## src/rtl/dout_pkg.sv

```systemverilog
package dout_pkg;
  typedef enum logic [2:0] {
    S_IDLE, S_ACK, S_RDY, S_XFER, S_PAUSE, S_TERM, S_END
  } rx_state_t;

  localparam int unsigned WORD_W = 16;
  localparam logic [WORD_W-1:0] CRC_POLY = 16'h1021;
  localparam logic [WORD_W-1:0] CRC_SEED = 16'h4ABA;

  // one word, MSB first
  function automatic logic [WORD_W-1:0] crc_step(input logic [WORD_W-1:0] c,
                                                 input logic [WORD_W-1:0] d);
    logic [WORD_W-1:0] r;
    logic fb;
    r = c;
    for (int i = WORD_W - 1; i >= 0; i--) begin
      fb = r[WORD_W-1] ^ d[i];
      r  = {r[WORD_W-2:0], 1'b0};
      if (fb) r = r ^ CRC_POLY;
    end
    return r;
  endfunction
endpackage

```

## src/rtl/dout_crc16.sv

```systemverilog
module dout_crc16
  import dout_pkg::*;
(
  input  logic              clk,
  input  logic              rst,
  input  logic              seed,
  input  logic              en,
  input  logic [WORD_W-1:0] data,
  output logic [WORD_W-1:0] crc
);
  always_ff @(posedge clk) begin
    if (rst || seed) crc <= CRC_SEED;
    else if (en)     crc <= crc_step(crc, data);
  end
endmodule

```

## src/rtl/dout_wbuf.sv

```systemverilog
module dout_wbuf #(
  parameter int unsigned DW = 16,
  parameter int unsigned AW = 6
) (
  input  logic          clk,
  input  logic          we,
  input  logic [AW-1:0] waddr,
  input  logic [DW-1:0] wdata,
  input  logic [AW-1:0] raddr,
  output logic [DW-1:0] rdata
);
  localparam int unsigned DEPTH = 1 << AW;
  logic [DW-1:0] mem [DEPTH];

  always_ff @(posedge clk) begin
    if (we) mem[waddr] <= wdata;
    rdata <= mem[raddr];
  end
endmodule

```

## src/rtl/dout_ctrl.sv

```systemverilog
module dout_ctrl
  import dout_pkg::*;
#(
  parameter int unsigned RDY_DLY  = 2,
  parameter int unsigned TERM_DLY = 3,
  parameter int unsigned BW       = 4
) (
  input  logic              clk,
  input  logic              rst,
  input  logic              cmd_start,
  input  logic              burst_go,
  input  logic              pause_req,
  input  logic              end_req,
  input  logic              dmack_n,
  input  logic              stop,
  input  logic              hstrobe,
  input  logic [WORD_W-1:0] dd,
  input  logic [WORD_W-1:0] crc,
  output logic              cap,
  output logic              seed,
  output logic              dmarq,
  output logic              ddmardy_n,
  output logic              crc_err,
  output logic [BW-1:0]     err_burst
);
  localparam int unsigned MAXD = (RDY_DLY > TERM_DLY) ? RDY_DLY : TERM_DLY;
  localparam int unsigned CW   = $clog2(MAXD + 1);
  localparam logic [CW-1:0] RDY_LAST  = CW'(RDY_DLY - 1);
  localparam logic [CW-1:0] TERM_LAST = CW'(TERM_DLY - 1);

  rx_state_t     st;
  logic [CW-1:0] cnt;
  logic          hs_q, ack_q, have_word;
  logic [BW-1:0] burst_cnt;

  assign cap  = (st == S_XFER || st == S_PAUSE || st == S_TERM) && (hstrobe != hs_q);
  assign seed = (st == S_IDLE) && burst_go;

  always_ff @(posedge clk) begin
    if (rst) begin
      st        <= S_IDLE;
      cnt       <= '0;
      dmarq     <= 1'b0;
      ddmardy_n <= 1'b1;
      hs_q      <= 1'b1;
      ack_q     <= 1'b1;
      have_word <= 1'b0;
      crc_err   <= 1'b0;
      err_burst <= '0;
      burst_cnt <= '0;
    end else begin
      hs_q  <= hstrobe;
      ack_q <= dmack_n;
      if (cap) have_word <= 1'b1;
      case (st)
        S_IDLE: if (burst_go) begin
          dmarq     <= 1'b1;
          have_word <= 1'b0;
          st        <= S_ACK;
        end
        S_ACK: if (!dmack_n && !stop) begin
          cnt <= '0;
          st  <= S_RDY;
        end
        S_RDY: begin
          if (cnt == RDY_LAST) begin
            ddmardy_n <= 1'b0;
            st        <= S_XFER;
          end else cnt <= cnt + 1'b1;
        end
        S_XFER: begin
          if (stop) begin
            ddmardy_n <= 1'b1;
            dmarq     <= 1'b0;
            st        <= S_END;
          end else if (end_req && have_word) begin
            ddmardy_n <= 1'b1;
            cnt       <= '0;
            st        <= S_TERM;
          end else if (pause_req && have_word) begin
            ddmardy_n <= 1'b1;
            st        <= S_PAUSE;
          end
        end
        S_PAUSE: begin
          if (stop) begin
            dmarq <= 1'b0;
            st    <= S_END;
          end else if (end_req) begin
            cnt <= '0;
            st  <= S_TERM;
          end else if (!pause_req) begin
            ddmardy_n <= 1'b0;
            st        <= S_XFER;
          end
        end
        S_TERM: begin
          if (cnt == TERM_LAST) begin
            dmarq <= 1'b0;
            st    <= S_END;
          end else cnt <= cnt + 1'b1;
        end
        S_END: if (dmack_n && !ack_q) begin
          burst_cnt <= burst_cnt + 1'b1;
          if (dd != crc && !crc_err) begin
            crc_err   <= 1'b1;
            err_burst <= burst_cnt;
          end
          st <= S_IDLE;
        end
        default: st <= S_IDLE;
      endcase
      if (cmd_start) begin
        crc_err   <= 1'b0;
        err_burst <= '0;
        burst_cnt <= '0;
      end
    end
  end
endmodule

```

## src/rtl/dout_burst_rx.sv

```systemverilog
module dout_burst_rx
  import dout_pkg::*;
#(
  parameter int unsigned AW       = 6,
  parameter int unsigned BW       = 4,
  parameter int unsigned RDY_DLY  = 2,
  parameter int unsigned TERM_DLY = 3
) (
  input  logic              clk,
  input  logic              rst,
  input  logic              cmd_start,
  input  logic              burst_go,
  input  logic              pause_req,
  input  logic              end_req,
  input  logic              dmack_n,
  input  logic              stop,
  input  logic              hstrobe,
  input  logic [WORD_W-1:0] dd,
  input  logic [AW-1:0]     rd_addr,
  output logic [WORD_W-1:0] rd_data,
  output logic              dmarq,
  output logic              ddmardy_n,
  output logic [WORD_W-1:0] crc_now,
  output logic              crc_err,
  output logic [BW-1:0]     err_burst
);
  logic          cap, seed;
  logic [AW-1:0] wr_ptr;

  always_ff @(posedge clk) begin
    if (rst || cmd_start) wr_ptr <= '0;
    else if (cap)         wr_ptr <= wr_ptr + 1'b1;
  end

  dout_ctrl #(.RDY_DLY(RDY_DLY), .TERM_DLY(TERM_DLY), .BW(BW)) u_ctrl (
    .clk(clk), .rst(rst), .cmd_start(cmd_start), .burst_go(burst_go),
    .pause_req(pause_req), .end_req(end_req), .dmack_n(dmack_n), .stop(stop),
    .hstrobe(hstrobe), .dd(dd), .crc(crc_now), .cap(cap), .seed(seed),
    .dmarq(dmarq), .ddmardy_n(ddmardy_n), .crc_err(crc_err), .err_burst(err_burst)
  );

  dout_crc16 u_crc (
    .clk(clk), .rst(rst), .seed(seed), .en(cap), .data(dd), .crc(crc_now)
  );

  dout_wbuf #(.DW(WORD_W), .AW(AW)) u_buf (
    .clk(clk), .we(cap), .waddr(wr_ptr), .wdata(dd),
    .raddr(rd_addr), .rdata(rd_data)
  );
endmodule

```

## config.mk

```make
export PLATFORM = sky130hd
export DESIGN_NAME = dout_burst_rx
export DESIGN_NICKNAME = d
export VERILOG_FILES = /design/src/rtl/dout_pkg.sv /design/src/rtl/dout_crc16.sv /design/src/rtl/dout_wbuf.sv /design/src/rtl/dout_ctrl.sv /design/src/rtl/dout_burst_rx.sv
export SDC_FILE = /design/constraint.sdc
export NUM_CORES = 1
export LEC_CHECK = 0
export BUFFER_PORTS_ARGS = -buffer_cell sky130_fd_sc_hd__clkbuf_2
export CAP_MARGIN = 10
export CORE_ASPECT_RATIO = 0.5
export CORE_MARGIN = 2
export CORE_UTILIZATION = 45
export CTS_BUF_LIST = sky130_fd_sc_hd__clkbuf_8
export CTS_CLUSTER_SIZE = 14
export DETAILED_ROUTE_END_ITERATION = 10
export PLACE_DENSITY = 0.57
export SYNTH_ARGS = -nofsm -noshare
export SYNTH_HDL_FRONTEND = slang
export SYNTH_SLANG_ARGS = --single-unit
```

## constraint.sdc

```tcl
create_clock -name clk -period 3.5 [get_ports clk]
set_input_delay 0.7 -clock clk [delete_from_list [all_inputs] [get_ports clk]]
set_output_delay 0.7 -clock clk [all_outputs]
set_load 0.005 [all_outputs]
```

==> impl_metrics.tcl, run 1 <==
set metrics [dict create \
    status "complete, no violations" \
    fin_nets 2257 \
    hpwl_um 64600 \
    num_rows 78 \
    viasPerCell 5.78 \
    postSynthRegisterBits 1081 \
    dp_slack_ns 0.107 \
    path_clk_slew_ns 0.06 \
    ctsHtreeMaxLevel 4 \
    area_growth_pct 13.7 \
    skew_ns 0.0369 \
    crit_arrival_ns 3.21 \
    dr.pass1.iters 6 \
    synth_seq_area_share 0.763 \
    grt_setup_unrepaired "no" \
    met2_usage 0.341 \
    end_kind "register" \
    ir_worst_vdd_uv 441 \
    routed_wl_um 106000 \
    post_cts_buffers 0 \
    overflow 0 \
    grt_usage 0.225 \
    final_util 0.520 \
    grt_util_met3 0.0437 \
    grt_pass1_wl_um 152000 \
    drc 0 \
    cts_resized 0 \
    synth_area_um2 41800 \
    place.gp.congestion 0.802 \
    critPathKind "register to register" \
    synthCells 1941 \
    grt_max_degree 66 \
    synthFlopType "edfxtp_1" \
    drive_gt1_frac 0.318 \
    final.min_clock_period_ns 2.71 \
    holdBufCountCts 0 \
    grtUsageMet1 0.334 \
    syn_avg_cell_area_um2 21.5 \
    wl_per_cell_um 29.6 \
    hold_slack_ns 0.124 \
    grt_antenna_before_repair 5 \
    cts_max_path_buffers 3 \
    async_flop_share 0 \
    io_buffers 69 \
    top_usage_layer "met2" \
    ys_types 52 \
    dp.cells 3308 \
    n_fill_cell 7292 \
    drt-initial-drc-count 2160 \
    slew_headroom 0.400 \
    rrSetupSlack_ns 0.79 \
    die_area_um2 95500 \
    grt_pass1_vias 20900 \
    start_util 0.458 \
    insertion_delay_ns 0.84 \
    ioPinCount 70 \
    final_common_cell "edfxtp_1" \
    vias 20700 \
    cts_sinks 1081 \
    worst_pin_slew_ns 0.895 \
    max_freq_ghz 0.368 \
    setup_tns_ns 0 \
    cts_buffers 152 \
    cp.required_ns 3.99 \
    setup_viol 0 \
    crit_path_start_kind "register" \
    period_share 0.775 \
    crit_fanout 19 \
    cts-root-buf "clkbuf_8" \
    setup_ws_ns 0.786 \
    hold_viol_final 0 \
    power_leakage_nw 15.4 \
    ant_nets 0 \
    drv_slew 0 \
    hold_path_class "input port to register" \
    fp.dieH_um 219 \
    final_cell_mix "1024 x edfxtp_1, 274 x mux4_2, 165 x clkbuf_8" \
    synth_nets 1976 \
    synth_warnings 0 \
    die_w_um 435 \
    drv_cap 0 \
    powerDensity_nw_per_um2 535 \
    synth_edf_count 1024 \
    core-area_um2 91300 \
    cts_tree "done" \
    layoutNonFillerInstCount 3579 \
]
report_power, final:
part / total (mW) / switching [mW] / internal (mW)
sequential: 14.3 / 0.0690 / 14.2
combinational: 1.96 / 1.16 / 0.804
clock: 9.18 / 4.70 / 4.47
total: 25.4 / 5.93 / 19.5
worst max-delay path, stage by stage (launching register included):
cell and delay (ns):
dfxtp_1 0.31, buf_4 0.19, and3b_1 0.37, o21a_1 0.40
nand4_1 0.19, buf_4 0.23, or2_2 0.32, inv_1 0.06
buf_4 0.27
cell type report:
class / count / area [um2] / share of cell area
antenna: 2 / 5.00 / 0.000105
clock buffer: 165 / 2270 / 0.0478
clock inverter: 104 / 493 / 0.0104
inverter: 5 / 18.8 / 0.000395
multi-input combinational: 746 / 9470 / 0.199
sequential: 1081 / 31900 / 0.671
tap: 1240 / 1550 / 0.0326
timing repair buffer: 236 / 1820 / 0.0384
logic make-up (layout without fill, tap and decap cells):
logic type               Yosys count  in the layout  share of synthesized area
buffers and inverters            114            510                     0.0126
AO/OA/AOI/OAI                    157            157                     0.0264
adder cells (fa/ha/maj)            4              4                    0.00120
other                              0              2                          0
XOR/XNOR                          58             58                     0.0151
multiplexers                     324            324                      0.160
flip-flops                      1081           1081                      0.763
AND/OR/NAND/NOR                  203            203                     0.0221
path summary, 6_finish.rpt:
| kind | start | endpoint | depth (start not counted) |
|---|---|---|---|
| worst max-delay path | u_ctrl.st[2]$_SDFFE_PP0P_ | u_buf.mem[31][12]$_DFFE_PP_ | 8 |
| worst min-delay path | dmack_n | u_ctrl.ack_q$_SDFF_PP1_ | 2 |
| worst max register to register | u_ctrl.st[2]$_SDFFE_PP0P_ | u_buf.mem[31][12]$_DFFE_PP_ | 8 |
| worst min register to register | u_ctrl.err_burst[0]$_SDFFE_PP0P_ | u_ctrl.err_burst[0]$_SDFFE_PP0P_ | 2 |
through the flow:
| stage | power, mW | area [um2] |
|---|---|---|
| after global placement | 16.5 | 44800 |
| after global routing | 26.4 | 47500 |
| after floorplan | 15.7 | 41800 |
| after detailed placement | 16.5 | 44800 |
| final | 25.4 | 47500 |
| after CTS | 25.7 | 47500 |
sequential cells by signal, indices dropped and copies added, names as in the netlist, 2 cells and up:
register / flops
u_buf.mem: 1024
u_ctrl.burst_cnt: 4
wr_ptr: 6
u_ctrl.cnt: 2
u_crc.crc: 16
u_buf.rdata: 16
u_ctrl.st: 3
u_ctrl.err_burst: 4
Yosys cell counts, drive strengths merged, types with 2 or more instances:
cell | instances | area share
nor2 | 104 | 0.0093
clkbuf | 53 | 0.0048
a211o | 7 | 0.0015
a221oi | 14 | 0.0029
ha | 4 | 0.0012
o21bai | 3 | 0.00054
xnor3 | 4 | 0.0023
nand2b | 5 | 0.00075
edfxtp | 1024 | 0.74
a31oi | 4 | 0.00060
dfxtp | 57 | 0.027
a21oi | 21 | 0.0025
mux2i | 49 | 0.012
nand2 | 33 | 0.0030
or3 | 7 | 0.0010
o211ai | 3 | 0.00054
mux4 | 274 | 0.15
o21a | 2 | 0.00036
nor3 | 7 | 0.00084
o21ai | 26 | 0.0031
buf | 56 | 0.0074
or2 | 6 | 0.00090
nand4b | 3 | 0.00063
o22ai | 7 | 0.0010
a22oi | 47 | 0.0084
a211oi | 3 | 0.00054
nand4 | 7 | 0.0010
nand3b | 4 | 0.00072
a22o | 14 | 0.0029
a32oi | 3 | 0.00063
nor2b | 6 | 0.00090
nand3 | 15 | 0.0018
xor2 | 12 | 0.0025
or3b | 2 | 0.00042
inv | 5 | 0.00045
xnor2 | 41 | 0.0097
metal layers:
| metal | vias up | wire (um) | part of all wire |
|---|---|---|---|
| met5 | - | 0 | 0 |
| met4 | 0 | 1760 | 0.017 |
| met3 | 108 | 7400 | 0.070 |
| met2 | 739 | 48500 | 0.46 |
| met1 | 11200 | 48200 | 0.46 |
| li1 | 8689 | - | - |
Note: power is estimated with default switching activity, not from simulation.
==> run 2, diff against run 1 <==
Settings changed: PLACE_DENSITY 0.57 to 0.6.
Clock period 3.5 ns to 2.2 ns, I/O delays scaled along.
==> run 2 against run 1 <==
Effect of this change:
- critical path depth is 7 lower
- via count is 1.0% higher
- die area stayed put
- combinational power is 78% higher
- sequential power is 59% higher
- utilization is 2.0 points higher
- final cell count is 2.7% higher
- global-route usage is 0.091 points higher
- worst setup slack worse by 0.75 ns
- non-clock buffer count is 89 higher
- flip-flop and latch count stayed put
- register-to-register slack worse by 0.67 ns
- critical path type is now register to output port
- largest cell class unchanged
==> impl_metrics.tcl, run 2 (synthesis gave the netlist of run 1 again) <==
set metrics [dict create \
    largest_register_ffs 1024 \
    layoutNonFillerInstCount 3676 \
    fp.dieH_um 219 \
    cts_max_path_buffers 3 \
    design_area_um2 49400 \
    ioPinCount 70 \
    viasPerCell 5.69 \
    path_clk_slew_ns 0.07 \
    routed_wl_um 106000 \
    critPathKind "register to output port" \
    end_kind "output port" \
    powerDensity_nw_per_um2 826 \
    io_buffers 69 \
    fin_nets 2346 \
    hold_path_class "input port to register" \
    crit_fanout 1 \
    power_leakage_nw 16.0 \
    skew_ns 0.0584 \
    grt_pass1_wl_um 152000 \
    ant_nets 0 \
    final_util 0.540 \
    overflow 0 \
    hold_slack_ns 0.114 \
    cp_cell_sequence "clkbuf_2" \
    final_cell_mix "1024 x edfxtp_1, 274 x mux4_2, 157 x clkbuf_8, 157 x buf_4, 94 x buf_12" \
    cp_slowest_cell "dfxtp_1" \
    worst-r2r-cell-count 8 \
    die_area_um2 95500 \
    grt_antenna_before_repair 5 \
    drv_cap 0 \
    period_share 0.984 \
    status "complete, no violations" \
    ctsHtreeMaxLevel 4 \
    grt_usage 0.226 \
    final_common_cell "edfxtp_1" \
    cts_tree "done" \
    cts-root-buf "clkbuf_8" \
    core-area_um2 91300 \
    drive_gt1_frac 0.357 \
    reg.largest.list "u_buf.mem: 1024 flops, u_buf.rdata: 16 flops, u_crc.crc: 16 flops" \
    num_rows 78 \
    drt-initial-drc-count 2287 \
    dr.pass1.iters 6 \
    cts_sinks 1081 \
    place.gp.congestion 0.845 \
    dp.cells 3389 \
    cp.required_ns 1.76 \
    setup_viol 0 \
    regMostFlops "u_buf.mem" \
    vias 20900 \
    start_util 0.458 \
    grt_setup_unrepaired "no" \
    die_w_um 435 \
    final.min_clock_period_ns 2.16 \
    drc 0 \
    slowest_delay_ns 0.66 \
    insertion_delay_ns 0.86 \
    wl_per_cell_um 28.8 \
    slew_headroom 0.425 \
    cts_buffers 152 \
    area_growth_pct 18.1 \
    max_freq_ghz 0.462 \
    worst_pin_slew_ns 0.862 \
    crit_arrival_ns 1.72 \
    drv_slew 0 \
    path_depth 1 \
    postPlaceCellArea_um2 46500 \
    hold_viol_final 0 \
    ir_worst_vdd_uv 426 \
    holdPathStages 4 \
    crit_buf_inv 1 \
    critPathTopFamily "flip-flops" \
    grt_max_degree 66 \
    grt_pass1_vias 21400 \
    hpwl_um 65800 \
    n_fill_cell 7125 \
    crit_path_start_kind "register" \
]
[run 2: cell count changes in the layout (fill, tap and decap cells not counted), sizes merged]
cell         delta
clkbuf          -8
clkinvlp        -1
buf            +82
inv             +5
dlygate4sd3     +7
diode           +2
clkinv         +10
[run 2: per-stage QoR]
stage	TNS, ns	power (mW)	setup WS [ns]
after floorplan	-81.96	25.1	-0.297
after global placement	-37.10	26.6	-0.719
after detailed placement	-42.22	26.7	-0.718
after CTS	0	41.1	0.0133
after global routing	0	42.3	0.00406
final	0	40.8	0.0362
[run 2: report_power, final]
group / leakage (nW) / switching, mW / internal (mW)
Combinational: 4.76 / 1.92 / 1.56
Sequential: 9.67 / 0.147 / 22.6
Clock: 1.61 / 7.61 / 6.92
[run 2: layout make-up]
cell class                      count  area [um2]  share of cell area
Multi-Input combinational cell    746        9660               0.196
Timing Repair Buffer              325        3490              0.0706
Tap cell                         1240        1550              0.0314
Sequential cell                  1081       31900               0.646
Clock inverter                    118         592              0.0120
Inverter                            5        22.5            0.000456
Clock buffer                      157        2160              0.0438
Antenna cell                        4        10.0            0.000203
[run 2: worst reg2reg max path: cells and delay by family, from the launching register on]
family	cells	cell delay (ns)
AND/OR/NAND/NOR	4	0.71
buffers and inverters	3	0.55
flip-flops	1	0.38
AO/OA/AOI/OAI	1	0.14
[run 2: path summary, 6_finish.rpt]
kind	slack [ns]	from	to
max	0.04	u_buf.rdata[1]$_DFF_P_	rd_data[1]
min	0.11	burst_go	u_ctrl.dmarq$_SDFFE_PP0P_
max reg2reg	0.12	u_ctrl.st[1]$_SDFFE_PP0P_	u_buf.mem[48][6]$_DFFE_PP_
min reg2reg	0.49	u_ctrl.err_burst[0]$_SDFFE_PP0P_	u_ctrl.err_burst[0]$_SDFFE_PP0P_
[run 2: per-layer routing]
metal / routed length, um / vias up / share of wire / global-route usage
met4: 2460 / 0 / 0.023 / 0.0774
met2: 48600 / 754 / 0.46 / 0.341
met5: 0 / - / 0 / 0
met3: 9300 / 138 / 0.088 / 0.0669
met1: 45500 / 11100 / 0.43 / 0.316
li1: - / 8876 / - / -
[run 2: repair_timing]
item | 4_1_cts | 5_1_grt
endpoints found under the hold margin | 9 | 0
buffers inserted | 0 | 1
setup endpoints to repair | 0 | 492
resized for setup | 0 | 4
hold buffers | 7 | 0
